## config.mk

```make
export PLATFORM = sky130hd
export DESIGN_NAME = qdr_receiver
export DESIGN_NICKNAME = d
export VERILOG_FILES = /design/src/rtl/qdr_pkg.sv /design/src/rtl/qdr_packer.sv /design/src/rtl/qdr_burst_calc.sv /design/src/rtl/qdr_receiver.sv
export SDC_FILE = /design/constraint.sdc
export NUM_CORES = 1
export LEC_CHECK = 0
export ABC_CLOCK_PERIOD_IN_PS = 3150
export BUFFER_PORTS_ARGS = -buffer_cell sky130_fd_sc_hd__buf_2
export CAP_MARGIN = 20
export CORE_ASPECT_RATIO = 0.9
export CORE_MARGIN = 2
export CORE_UTILIZATION = 45
export CTS_BUF_LIST = sky130_fd_sc_hd__clkbuf_4
export DETAILED_ROUTE_END_ITERATION = 8
export PLACE_DENSITY_LB_ADDON = 0.2
export SLEW_MARGIN = 20
export SYNTH_ARGS = -nofsm -noshare
export SYNTH_HDL_FRONTEND = slang
export SYNTH_SLANG_ARGS = --single-unit
```

## constraint.sdc

```tcl
create_clock -name clk -period 3.15 [get_ports clk]
set_input_delay 0.63 -clock clk [delete_from_list [all_inputs] [get_ports clk]]
set_output_delay 0.63 -clock clk [all_outputs]
set_load 0.01 [all_outputs]
```

## src/rtl/qdr_pkg.sv

```systemverilog
package qdr_pkg;
    typedef enum logic [2:0] {
        ST_IDLE,
        ST_CHECK,
        ST_TAG,
        ST_TAGLD,
        ST_XFER,
        ST_WRITE,
        ST_STOP
    } qdr_state_e;

    localparam logic [1:0] SEL_CTRL = 2'd0;
    localparam logic [1:0] SEL_ADDR = 2'd1;
    localparam logic [1:0] SEL_QWC  = 2'd2;

    localparam int START_BIT = 8;
    localparam int TIRQ_BIT  = 31;
    localparam int LAST_BIT  = 30;
endpackage

```

## src/rtl/qdr_packer.sv

```systemverilog
module qdr_packer #(
    parameter int WORD_W = 32,
    parameter int LANES  = 4
) (
    input  logic                      clk,
    input  logic                      rst_n,
    input  logic                      shift_en,
    input  logic [WORD_W-1:0]         word_i,
    output logic [LANES*WORD_W-1:0]   qw_o,
    output logic                      last_o
);
    localparam int IDX_W = $clog2(LANES);

    logic [IDX_W-1:0] idx_q;

    always_ff @(posedge clk or negedge rst_n) begin
        if (!rst_n)
            idx_q <= '0;
        else if (shift_en)
            idx_q <= (idx_q == IDX_W'(LANES-1)) ? '0 : idx_q + 1'b1;
    end

    for (genvar g = 0; g < LANES; g++) begin : g_lane
        logic [WORD_W-1:0] lane_q;
        always_ff @(posedge clk or negedge rst_n) begin
            if (!rst_n)
                lane_q <= '0;
            else if (shift_en && idx_q == IDX_W'(g))
                lane_q <= word_i;
        end
        assign qw_o[g*WORD_W +: WORD_W] = lane_q;
    end

    assign last_o = shift_en && (idx_q == IDX_W'(LANES-1));
endmodule

```

## src/rtl/qdr_burst_calc.sv

```systemverilog
module qdr_burst_calc #(
    parameter int CNT_W = 8,
    parameter int QWC_W = 16
) (
    input  logic [QWC_W-1:0] qwc_i,
    input  logic [CNT_W-1:0] fill_i,
    output logic [QWC_W-1:0] burst_o
);
    localparam int CMP_W = (QWC_W > CNT_W) ? QWC_W : CNT_W;

    logic [CMP_W-1:0] avail_qw;
    logic [CMP_W-1:0] want_qw;

    always_comb begin
        avail_qw = CMP_W'(fill_i >> 2);
        want_qw  = CMP_W'(qwc_i);
        burst_o  = (want_qw < avail_qw) ? qwc_i : QWC_W'(avail_qw);
    end
endmodule

```

## src/rtl/qdr_receiver.sv

```systemverilog
module qdr_receiver
    import qdr_pkg::*;
#(
    parameter int FIFO_DEPTH = 128,
    parameter int ADDR_W     = 32,
    parameter int CNT_W      = $clog2(FIFO_DEPTH) + 1
) (
    input  logic              clk,
    input  logic              rst_n,
    input  logic [31:0]       fifo_data,
    input  logic [CNT_W-1:0]  fifo_count,
    output logic              fifo_pop,
    output logic              mem_we,
    output logic [ADDR_W-1:0] mem_addr,
    output logic [127:0]      mem_wdata,
    input  logic              reg_we,
    input  logic [1:0]        reg_sel,
    input  logic [31:0]       reg_wdata,
    output logic [31:0]       ctrl_o,
    output logic [ADDR_W-1:0] addr_o,
    output logic [15:0]       qwc_o,
    output logic              irq
);
    localparam int QWC_W   = 16;
    localparam int QW_BYTES = 16;
    localparam int TAG_MIN = 4;

    qdr_state_e state_q, state_d;

    logic [31:0]       ctrl_q;
    logic [ADDR_W-1:0] addr_q;
    logic [QWC_W-1:0]  qwc_q;
    logic [QWC_W-1:0]  burst_q;
    logic              last_q;
    logic              chain_q;

    logic              shift_en;
    logic [127:0]      qw;
    logic              pack_last;
    logic [QWC_W-1:0]  burst_len;
    logic              have_tag_words;
    logic              stop_now;

    qdr_packer #(.WORD_W(32), .LANES(4)) u_packer (
        .clk      (clk),
        .rst_n    (rst_n),
        .shift_en (shift_en),
        .word_i   (fifo_data),
        .qw_o     (qw),
        .last_o   (pack_last)
    );

    qdr_burst_calc #(.CNT_W(CNT_W), .QWC_W(QWC_W)) u_burst (
        .qwc_i   (qwc_q),
        .fill_i  (fifo_count),
        .burst_o (burst_len)
    );

    assign have_tag_words = (fifo_count >= CNT_W'(TAG_MIN));
    assign stop_now       = last_q || (chain_q && ctrl_q[TIRQ_BIT]);

    // next-state logic
    always_comb begin
        state_d = state_q;
        unique case (state_q)
            ST_IDLE:  if (ctrl_q[START_BIT]) state_d = ST_CHECK;
            ST_CHECK: begin
                if (qwc_q != '0) begin
                    if (have_tag_words) state_d = ST_XFER;
                end else if (stop_now) begin
                    state_d = ST_STOP;
                end else if (have_tag_words) begin
                    state_d = ST_TAG;
                end
            end
            ST_TAG:   if (pack_last) state_d = ST_TAGLD;
            ST_TAGLD: state_d = ST_CHECK;
            ST_XFER:  if (pack_last) state_d = ST_WRITE;
            ST_WRITE: state_d = (burst_q == QWC_W'(1)) ? ST_CHECK : ST_XFER;
            ST_STOP:  state_d = ST_IDLE;
            default:  state_d = ST_IDLE;
        endcase
    end

    // state register
    always_ff @(posedge clk or negedge rst_n) begin
        if (!rst_n) state_q <= ST_IDLE;
        else        state_q <= state_d;
    end

    // outputs
    always_comb begin
        shift_en = 1'b0;
        mem_we   = 1'b0;
        irq      = 1'b0;
        unique case (state_q)
            ST_TAG, ST_XFER: shift_en = 1'b1;
            ST_WRITE:        mem_we   = 1'b1;
            ST_STOP:         irq      = 1'b1;
            default: ;
        endcase
    end

    assign fifo_pop  = shift_en;
    assign mem_addr  = addr_q;
    assign mem_wdata = qw;
    assign ctrl_o    = ctrl_q;
    assign addr_o    = addr_q;
    assign qwc_o     = qwc_q;

    // channel registers
    always_ff @(posedge clk or negedge rst_n) begin
        if (!rst_n) begin
            ctrl_q  <= '0;
            addr_q  <= '0;
            qwc_q   <= '0;
            burst_q <= '0;
            last_q  <= 1'b0;
            chain_q <= 1'b0;
        end else begin
            unique case (state_q)
                ST_IDLE: begin
                    if (ctrl_q[START_BIT]) begin
                        last_q  <= 1'b0;
                        chain_q <= 1'b0;
                    end else if (reg_we) begin
                        unique case (reg_sel)
                            SEL_CTRL: ctrl_q <= reg_wdata;
                            SEL_ADDR: addr_q <= ADDR_W'(reg_wdata);
                            SEL_QWC:  qwc_q  <= reg_wdata[QWC_W-1:0];
                            default: ;
                        endcase
                    end
                end
                ST_CHECK: begin
                    if (qwc_q != '0 && have_tag_words)
                        burst_q <= burst_len;
                end
                ST_TAGLD: begin
                    qwc_q          <= qw[QWC_W-1:0];
                    addr_q         <= ADDR_W'(qw[63:32]);
                    ctrl_q[31:16]  <= qw[31:16];
                    last_q         <= qw[LAST_BIT];
                    chain_q        <= 1'b1;
                end
                ST_WRITE: begin
                    addr_q  <= addr_q + ADDR_W'(QW_BYTES);
                    qwc_q   <= qwc_q - 1'b1;
                    burst_q <= burst_q - 1'b1;
                end
                ST_STOP: begin
                    ctrl_q[START_BIT] <= 1'b0;
                end
                default: ;
            endcase
        end
    end
endmodule

```

* Word level (Yosys, flattened, before mapping)
Index checks and enable logic that the tools add are counted.
** Word-level totals
- ROM bits :: 0
- Bits in latches :: 0
- Output and inout port bits :: 243
- Bits of input ports :: 77
- Memory bits (writable) :: 0
- Bits in registers :: 231
- Memories kept :: 0
- Logic and storage cells :: 99
** Cells by class
- Reduce and logical (&&, ||, !) cells :: 23
- Magnitude comparators :: 2
- $mul :: 0
- Mux-type cells :: 32
- Shifts and indexed selects :: 0
- Equality and inequality tests :: 23
- Div/mod/pow operators :: 0
- Bitwise operators :: 1
- $add $sub $neg :: 4
** Operator list (count)
- 2-to-1 mux 32 bit :: 6
- case mux 32 bit (3 select lines) :: 1
- 2-to-1 mux 16 bit :: 5
- case mux 16 bit (2 select lines) :: 2
- case mux 16 bit (3 select lines) :: 1
- adder 32 x 5 -> 32 bit (second input constant) :: 1
- subtractor 16 x 1 -> 16 bit (second input constant) :: 2
- 2-to-1 mux 3 bit :: 8
- case mux 3 bit (6 select lines) :: 1
- equality test 16 x 1 -> 1 bit (second input constant) :: 1
- less-than comparator 16 x 6 -> 1 bit :: 1
- AND reduction 4 bit :: 4
- nonzero test 16 bit :: 1
- inequality test 2 bit (second input constant) :: 6
- equality test 3 bit (second input constant) :: 3
- greater-or-equal comparator 8 x 3 -> 1 bit (second input constant) :: 1
- equality test 2 bit (second input constant) :: 3
- equality test 3 x 2 -> 1 bit (second input constant) :: 2
- logical AND 1 bit :: 6
- inequality test 2 x 1 -> 1 bit (second input constant) :: 3
- inequality test 3 bit (second input constant) :: 2
- case mux 1 bit (2 select lines) :: 3
- nonzero test 2 bit :: 3
- AND reduction 5 bit :: 1
- 12 further kinds :: 18

* Depth between registers and ports, before layout
Gate-level depths: netlist of the first run.
- Depth in word-level cells :: 6
- Depth in mapped cells :: 8
- Mapped depth without buffers :: 7

* Cells and area by module
From an unflattened synthesis of the first run, not the netlist that was laid out.
** Unflattened totals
- Cell total of the unflattened synthesis :: 1020
- Area total of the unflattened synthesis :: 11828.8 um^2
** By module, submodules not included
- qdr_receiver :: times used 1, cells each 698, area an instance 6189.7 um^2, sequential area each 2527.4 um^2
- qdr_packer :: times used 1, cells each 286, area an instance 5288.8 um^2, sequential area each 3253.1 um^2
- qdr_burst_calc :: times used 1, cells each 36, area an instance 350.3 um^2, sequential area each 0.0 um^2

* Least setup slack after synthesis of the first run
Ideal clock, no wire load.
- Path type :: input to register
- Start point :: input port reg_sel[1]
- End point :: register addr_q[26] (netlist: addr_o[26])
- Required time :: 3.018 ns
- Slack :: 0.967 ns
- Buffers on the path :: 1
- Setup time :: 0.132 ns
- Arrival :: 2.051 ns
- Stages on the path :: 6
- Cells stage by stage :: or3b_1 > nor4_4 > nor3_1 > clkbuf_1 > a222oi_1 > nand3_1
** Between the ends
- Word-level cells in the longest chain between the ends :: 3
** RTL lines
- start: declaration :: RTL line qdr_receiver.sv:17 : input logic [1:0] reg_sel,
- equality test 2 x 1 -> 1 bit :: RTL line qdr_receiver.sv:127 : unique case (reg_sel)
- inequality test 2 x 1 -> 1 bit (no source line)
- AND reduction 4 bit (no source line)
- end signal: assignment :: RTL line qdr_receiver.sv:129 : SEL_ADDR: addr_q <= ADDR_W'(reg_wdata);
- end signal: assignment :: RTL line qdr_receiver.sv:141 : addr_q <= ADDR_W'(qw[63:32]);
- end signal: assignment :: RTL line qdr_receiver.sv:147 : addr_q <= addr_q + ADDR_W'(QW_BYTES);
- end: declaration :: RTL line qdr_receiver.sv:31 : logic [ADDR_W-1:0] addr_q;
No other way between the ends.
A chain may end at the register's enable or synchronous reset.

* Worst setup path in the final report of the first run
- Start point :: register state_q[0]
- End point :: output port mem_we
** Between the ends
- Word-level cells in the longest chain between the ends :: 2
** RTL lines
- start: declaration :: RTL line qdr_receiver.sv:28 : qdr_state_e state_q, state_d;
- start signal: assignment :: RTL line qdr_receiver.sv:88 : else state_q <= state_d;
- equality test 3 bit :: RTL line qdr_receiver.sv:96 : unique case (state_q)
- 2-to-1 mux 1 bit :: RTL line qdr_receiver.sv:96
- end: declaration :: RTL line qdr_receiver.sv:13 : output logic mem_we,
No other way between the ends.

==> impl_metrics.yaml, run 1 <==
timing:
  max_freq_ghz: 0.347
  slew_headroom: 0.466
  worstMarginPinSlew_ns: 0.797
  clock_skew_ns: 0.0507
  finalCritPeriodShare: 0.916
  tns_ns: 0
  final-setup-viol-count: 0
  finalHoldViolCount: 0
  drv_slew: 0
  final.min_clock_period_ns: 2.88
  rsz0062_at_grt: "no"
critical_path:
  crit_cells: 4
  cp_cell_sequence: "nand3b_1 > inv_1 > buf_4 > buf_2"
  critPathMaxStageDelay_ns: 0.66
  critical_path.top_delay_family: "buffers and inverters"
  slowest_stage: "dfrtp_1"
  crit_type: "reg -> out"
  cp_data_required_time_ns: 2.52
  crit_path_end_kind: "output port"
  regToRegSetupSlack_ns: 0.62
  crit_buf_inv: 3
  critPathLaunch: "state_q[0]$_DFFE_PN0P_"
  start_kind: "flop"
  rr_worst_depth: 7
  reg2reg_from: "state_q[0]$_DFFE_PN0P_"
  crit_end: "mem_we"
  rr_endpoint: "burst_q[3]$_DFFE_PN0P_"
  crit_fanout: 33
  critPathArrivalTime_ns: 2.25
outcome:
  outcome: "finished clean"
yosys:
  synth_warnings: 0
  synth_edf_count: 0
  synth-simple-area-share: 0.106
  ys_ff_latch: 231
  synthArstFlopShare: 1.00
  synthTopCellsByArea: "dfrtp_1 52%, mux2_2 14%, o21ai_0 3.9%"
  ys_types: 66
  synthFlopType: "dfrtp_1"
  syn_nets: 1075
  syn_inst: 985
  synth_compound_area_frac: 0.136
  seq_area_frac_synth: 0.520
  synth_top_cell_area_share: 0.520
  synthMuxAreaShare: 0.170
  synth.avg_cell_area_um2: 11.3
  synth_fa_ha_area_frac: 0.0146
  synth_top_family_by_area: "multiplexers"
  synth-xor-area-share: 0.00158
  syn_area_mm2: 0.0111
  synth_top_area_cell: "dfrtp_1"
global_route:
  grt_pass1_wl_mm: 52.8
  grt.overflow.total: 0
  grt_pass1_vias: 9087
  grt_use_total: 0.261
  grt_max_degree: 69
  antenna_found_initial: 3
finish:
  stdcell_area_mm2: 0.0136
  syn2layout_area_growth_pct: 22.7
  post-route-util: 0.563
  nets: 1393
  layout-drive-gt1-share: 0.448
  finalNonFillerCells: 1645
detailed_routing:
  vias: 9287
  via_per_inst: 5.65
  firstDrtPassIters: 5
  wirelength_mm: 33.8
  drc_errors: 0
  drtIter0Drc: 787
  ant_nets: 0
  post_drt_wl_per_cell_um: 20.5
clocking:
  cts_sinks: 231
  clk_path_buf_depth: 3
  root_buffer: "clkbuf_4"
  post_cts_resized: 0
  cts_tree: "done"
  worstSkewPairLatency_ns: 0.68
  cts_setup_buffers: 0
  cts_buffers: 66
  clk_pin_slew_ns: 0.07
  cts-htree-levels: 3
power_and_ir_drop:
  p_total_mw: 14.2
  vdd_drop_max_mv: 0.574
  power.leakage_nw: 6.57
  power_density_mw_per_mm2: 1040
die:
  coreArea_mm2: 0.0243
  die_h_um: 153
  start_util: 0.458
  die-area_mm2: 0.0260
  rows: 54
  io_pins: 320
  die_width_um: 170
place:
  place_inst: 1542
  place_area_mm2: 0.0129
  dp_hpwl_mm: 23.8
  place_congestion: 0.851
  portBuffers: 317
flow_run:
  cap_viol_max_count: 0
worst_hold_path:
  hold_path_class: "in -> reg"
  hold_depth: 2
-- synth_stat cells, types with 11 or more instances --
library cell / n
mux2i_1: 28
a31oi_1: 11
buf_4: 34
dfrtp_1: 231
o21ai_0: 87
nand2_1: 55
nor2_1: 54
mux2_2: 139
and3_1: 13
ha_1: 13
inv_1: 21
a22oi_1: 15
buf_2: 17
clkbuf_1: 30
nand3_1: 23
nor3_1: 19
a21oi_1: 36
buf_1: 12
-- final cells by class --
type / instances / area (µm²)
Fill cell: 2164 / 10600
Clock inverter: 13 / 106
Sequential cell: 231 / 5780
Multi-Input combinational cell: 640 / 4790
Tap cell: 308 / 385
Timing Repair Buffer: 343 / 1840
Clock buffer: 88 / 661
Inverter: 21 / 78.8
Antenna cell: 1 / 2.50
-- kinds of logic after synthesis --
family / Yosys count
AOI/OAI and AO/OA: 229
xor gates and xnor gates: 2
adders and majority gates: 13
buffers and inverters: 114
DFF: 231
muxes: 171
and+or+nand+nor: 225
-- through the flow --
stage / hold slack, ns / worst slack (ns)
after global placement: 0.466 / 0.475
final: 0.202 / 0.266
after floorplan: 0.334 / 0.967
after CTS: 0.148 / 0.276
after detailed placement: 0.479 / 0.643
after global routing: 0.183 / 0.159
-- repair_timing --
action	CTS	global route
setup endpoints to repair	0	0
hold buffers	1	0
endpoints found under the hold margin	64	0
-- worst min-delay path by stage --
stage / from / end / slack (ns)
3_3_place_gp: burst_q[15]$_DFFE_PN0P_ / burst_q[15]$_DFFE_PN0P_ / 0.47
4_1_cts: fifo_data[18] / u_packer.g_lane[1].lane_q[18]$_DFFE_PN0P_ / 0.15
2_1_floorplan: rst_n / addr_o[0]$_DFFE_PN0P_ / 0.33
5_1_grt: fifo_data[20] / u_packer.g_lane[0].lane_q[20]$_DFFE_PN0P_ / 0.18
6_report: fifo_data[18] / u_packer.g_lane[1].lane_q[18]$_DFFE_PN0P_ / 0.20
3_5_place_dp: burst_q[15]$_DFFE_PN0P_ / burst_q[15]$_DFFE_PN0P_ / 0.48
-- power breakdown --
part           total (mW)  internal, mW  switching (mW)
clock network        2.68          1.38            1.30
registers            5.48          4.29            1.19
logic                6.09          2.78            3.31
total                14.2          8.46            5.79
-- cells in the final DEF (no fill, tap or decap), types with 4 or more instances in the layout --
master	count
buf_2	316
dfrtp_1	231
mux2_2	139
clkbuf_4	88
o21ai_0	87
nor2_1	53
nand2_1	52
a21oi_1	36
mux2i_1	28
nand3_1	23
inv_1	21
buf_4	21
nor3_1	18
a22oi_1	15
and3_1	13
ha_1	13
a31oi_1	11
a222oi_1	10
a221oi_1	10
a22o_1	9
nor4_1	8
o311ai_0	8
or3_1	7
nand2b_1	6
nand4_1	6
o211ai_1	6
clkinv_1	5
mux2_1	4
o2bb2ai_1	4
a21o_1	4
or4_1	4
and2_1	4
and4_1	4
buf_12	4
-- registers in the layout, summed over array words and instances (netlist names) --
signal and cells:
last_q 1, u_packer.idx_q 2, u_packer.g_lane.lane_q 128, state_q 3
ctrl_o 32, burst_q 16, addr_o 32, qwc_o 16
chain_q 1
-- layer usage --
metal | vias to the layer above | GRT usage | part of all wire
li1 | 4288 | - | -
met5 | - | 0 | 0.00056
met1 | 4558 | 0.370 | 0.45
met3 | 68 | 0.0735 | 0.078
met4 | 4 | 0.0965 | 0.025
met2 | 369 | 0.383 | 0.45
No activity file was read; power rests on OpenSTA's default activity.
==> run 2, diff against run 1 <==
--- a/config.mk
+++ b/config.mk
@@ -5,7 +5,7 @@
 export SDC_FILE = /design/constraint.sdc
 export NUM_CORES = 1
 export LEC_CHECK = 0
-export ABC_CLOCK_PERIOD_IN_PS = 3150
+export ABC_CLOCK_PERIOD_IN_PS = 3300
 export BUFFER_PORTS_ARGS = -buffer_cell sky130_fd_sc_hd__buf_2
 export CAP_MARGIN = 20
 export CORE_ASPECT_RATIO = 0.9
==> constraint.sdc (replaced) <==
create_clock -name clk -period 3.3 [get_ports clk]
set_input_delay 0.66 -clock clk [delete_from_list [all_inputs] [get_ports clk]]
set_output_delay 0.66 -clock clk [all_outputs]
set_load 0.01 [all_outputs]
==> impl_metrics.yaml, run 2 (synthesis gave the netlist of run 1 again) <==
outcome:
  outcome: "finished clean"
finish:
  fill_cells: 2174
  nets: 1388
  finalNonFillerCells: 1648
  layout-drive-gt1-share: 0.448
  mostFrequentLayoutCells: "316 x buf_2, 231 x dfrtp_1, 139 x mux2_2, 96 x clkbuf_4, 87 x o21ai_0"
  stdcell_area_mm2: 0.0137
  syn2layout_area_growth_pct: 22.9
  max_flop_register: "u_packer.g_lane.lane_q"
  largest_reg_flops: 128
  final_common_cell: "buf_2"
worst_hold_path:
  hold_path_class: "in -> reg"
die:
  die-area_mm2: 0.0260
  start_util: 0.458
  io_pins: 320
  die_width_um: 170
  rows: 54
  coreArea_mm2: 0.0243
  die_h_um: 153
critical_path:
  start_kind: "flop"
  crit_type: "reg -> out"
  cp_cell_sequence: "nand3b_1 > inv_1 > buf_4 > buf_2"
  crit_path_end_kind: "output port"
  critPathMaxStageDelay_ns: 0.64
  cp_data_required_time_ns: 2.64
  slowest_stage: "dfrtp_1"
  critPathArrivalTime_ns: 2.21
  crit_fanout: 33
global_route:
  grt_pass1_wl_mm: 51.9
  antenna_found_initial: 2
  grt.overflow.total: 0
  grt_max_degree: 80
  grt_use_total: 0.257
  grt_pass1_vias: 9108
timing:
  final.min_clock_period_ns: 2.87
  final-setup-viol-count: 0
  tns_ns: 0
  finalCritPeriodShare: 0.870
  finalHoldViolCount: 0
  slew_headroom: 0.369
  max_freq_ghz: 0.348
  drv_slew: 0
  rsz0062_at_grt: "no"
  clock_skew_ns: 0.0486
  worstMarginPinSlew_ns: 0.944
power_and_ir_drop:
  p_int_mw: 8.14
  power.switching_mw: 5.48
  p_clk_frac: 0.193
  comb_power_share: 0.423
  power.leakage_nw: 6.58
  power_density_mw_per_mm2: 997
  vdd_drop_max_mv: 0.503
  switching_share: 0.402
  seq_power_share: 0.383
detailed_routing:
  post_drt_wl_per_cell_um: 20.2
  drtIter0Drc: 698
  wirelength_mm: 33.3
  vias: 9256
  via_per_inst: 5.62
  firstDrtPassIters: 6
  ant_nets: 0
  drc_errors: 0
clocking:
  cts_tree: "done"
  root_buffer: "clkbuf_4"
  cts_sinks: 231
  cts-htree-levels: 3
  post_cts_resized: 0
  clk_path_buf_depth: 3
  cts_setup_buffers: 0
  worstSkewPairLatency_ns: 0.67
  cts_buffers: 66
  hold_buffers: 1
  clk_pin_slew_ns: 0.07
flow_run:
  cap_viol_max_count: 0
place:
  place_area_mm2: 0.0128
  portBuffers: 317
  dp_hpwl_mm: 23.6
  place_inst: 1537
  place_congestion: 0.859
==> run 2: cell types whose count changed in the layout (fill, tap and decap cells not counted) <==
| cell | delta |
|---|---|
| buf_4 | -5 |
| clkinv_2 | -1 |
| clkbuf_4 | +8 |
| clkinv_4 | -2 |
| clkinv_1 | +2 |
| clkinvlp_4 | +1 |
==> run 2: through the flow <==
step,utilization,worst slack (ns),power (mW),hold WS [ns]
after floorplan,-,1.09,8.65,0.364
after global placement,0.529,0.618,10.9,0.468
after detailed placement,0.529,0.794,11.0,0.479
after CTS,0.563,0.402,13.8,0.203
after global routing,0.563,0.237,14.6,0.215
final,0.563,0.430,13.6,0.249
==> run 2: worst max-delay path: cells and delay by family, from the launching register on <==
kind | cells | cell delay (ns)
buffers and inverters | 3 | 0.75
flip-flops | 1 | 0.64
AND/OR/NAND/NOR | 1 | 0.18
==> run 2: power by group through the flow <==
stage          Sequential [mW]  Combinational (mW)  Clock (mW)
2_1_floorplan             5.52                3.13           0
3_3_place_gp              5.20                5.70           0
3_5_place_dp              5.24                5.79           0
4_1_cts                   5.21                5.82        2.73
5_1_grt                   5.41                6.28        2.89
6_report                  5.22                5.77        2.63
==> run 2: layout make-up <==
class	count	area (µm²)	area share
antenna	1	2.50	0.000183
clock buffer	96	721	0.0528
clock inverter	13	98.8	0.00724
inverter	21	78.8	0.00577
multi-input combinational	640	4790	0.350
sequential	231	5780	0.423
tap	308	385	0.0282
timing repair buffer	338	1810	0.132
==> run 2: final timing paths <==
| check | from | to | slack, ns | depth (start not counted) |
|---|---|---|---|---|
| worst min register to register | burst_q[15]$_DFFE_PN0P_ | burst_q[15]$_DFFE_PN0P_ | 0.49 | 1 |
| max in group asynchronous | rst_n | addr_o[19]$_DFFE_PN0P_ | 1.87 | 3 |
| worst max register to register | state_q[0]$_DFFE_PN0P_ | burst_q[14]$_DFFE_PN0P_ | 0.79 | 7 |
| worst max-delay path | state_q[0]$_DFFE_PN0P_ | mem_we | 0.43 | 4 |
| min in group asynchronous | rst_n | u_packer.g_lane[2].lane_q[25]$_DFFE_PN0P_ | 0.56 | 2 |
| worst min-delay path | reg_wdata[30] | addr_o[30]$_DFFE_PN0P_ | 0.25 | 3 |
==> run 2: routing by layer <==
layer	up-vias	part of all wire	GRT usage
met3	64	0.077	0.0640
met1	4543	0.45	0.361
li1	4279	-	-
met4	2	0.027	0.102
met5	-	0.00021	0
met2	368	0.45	0.382
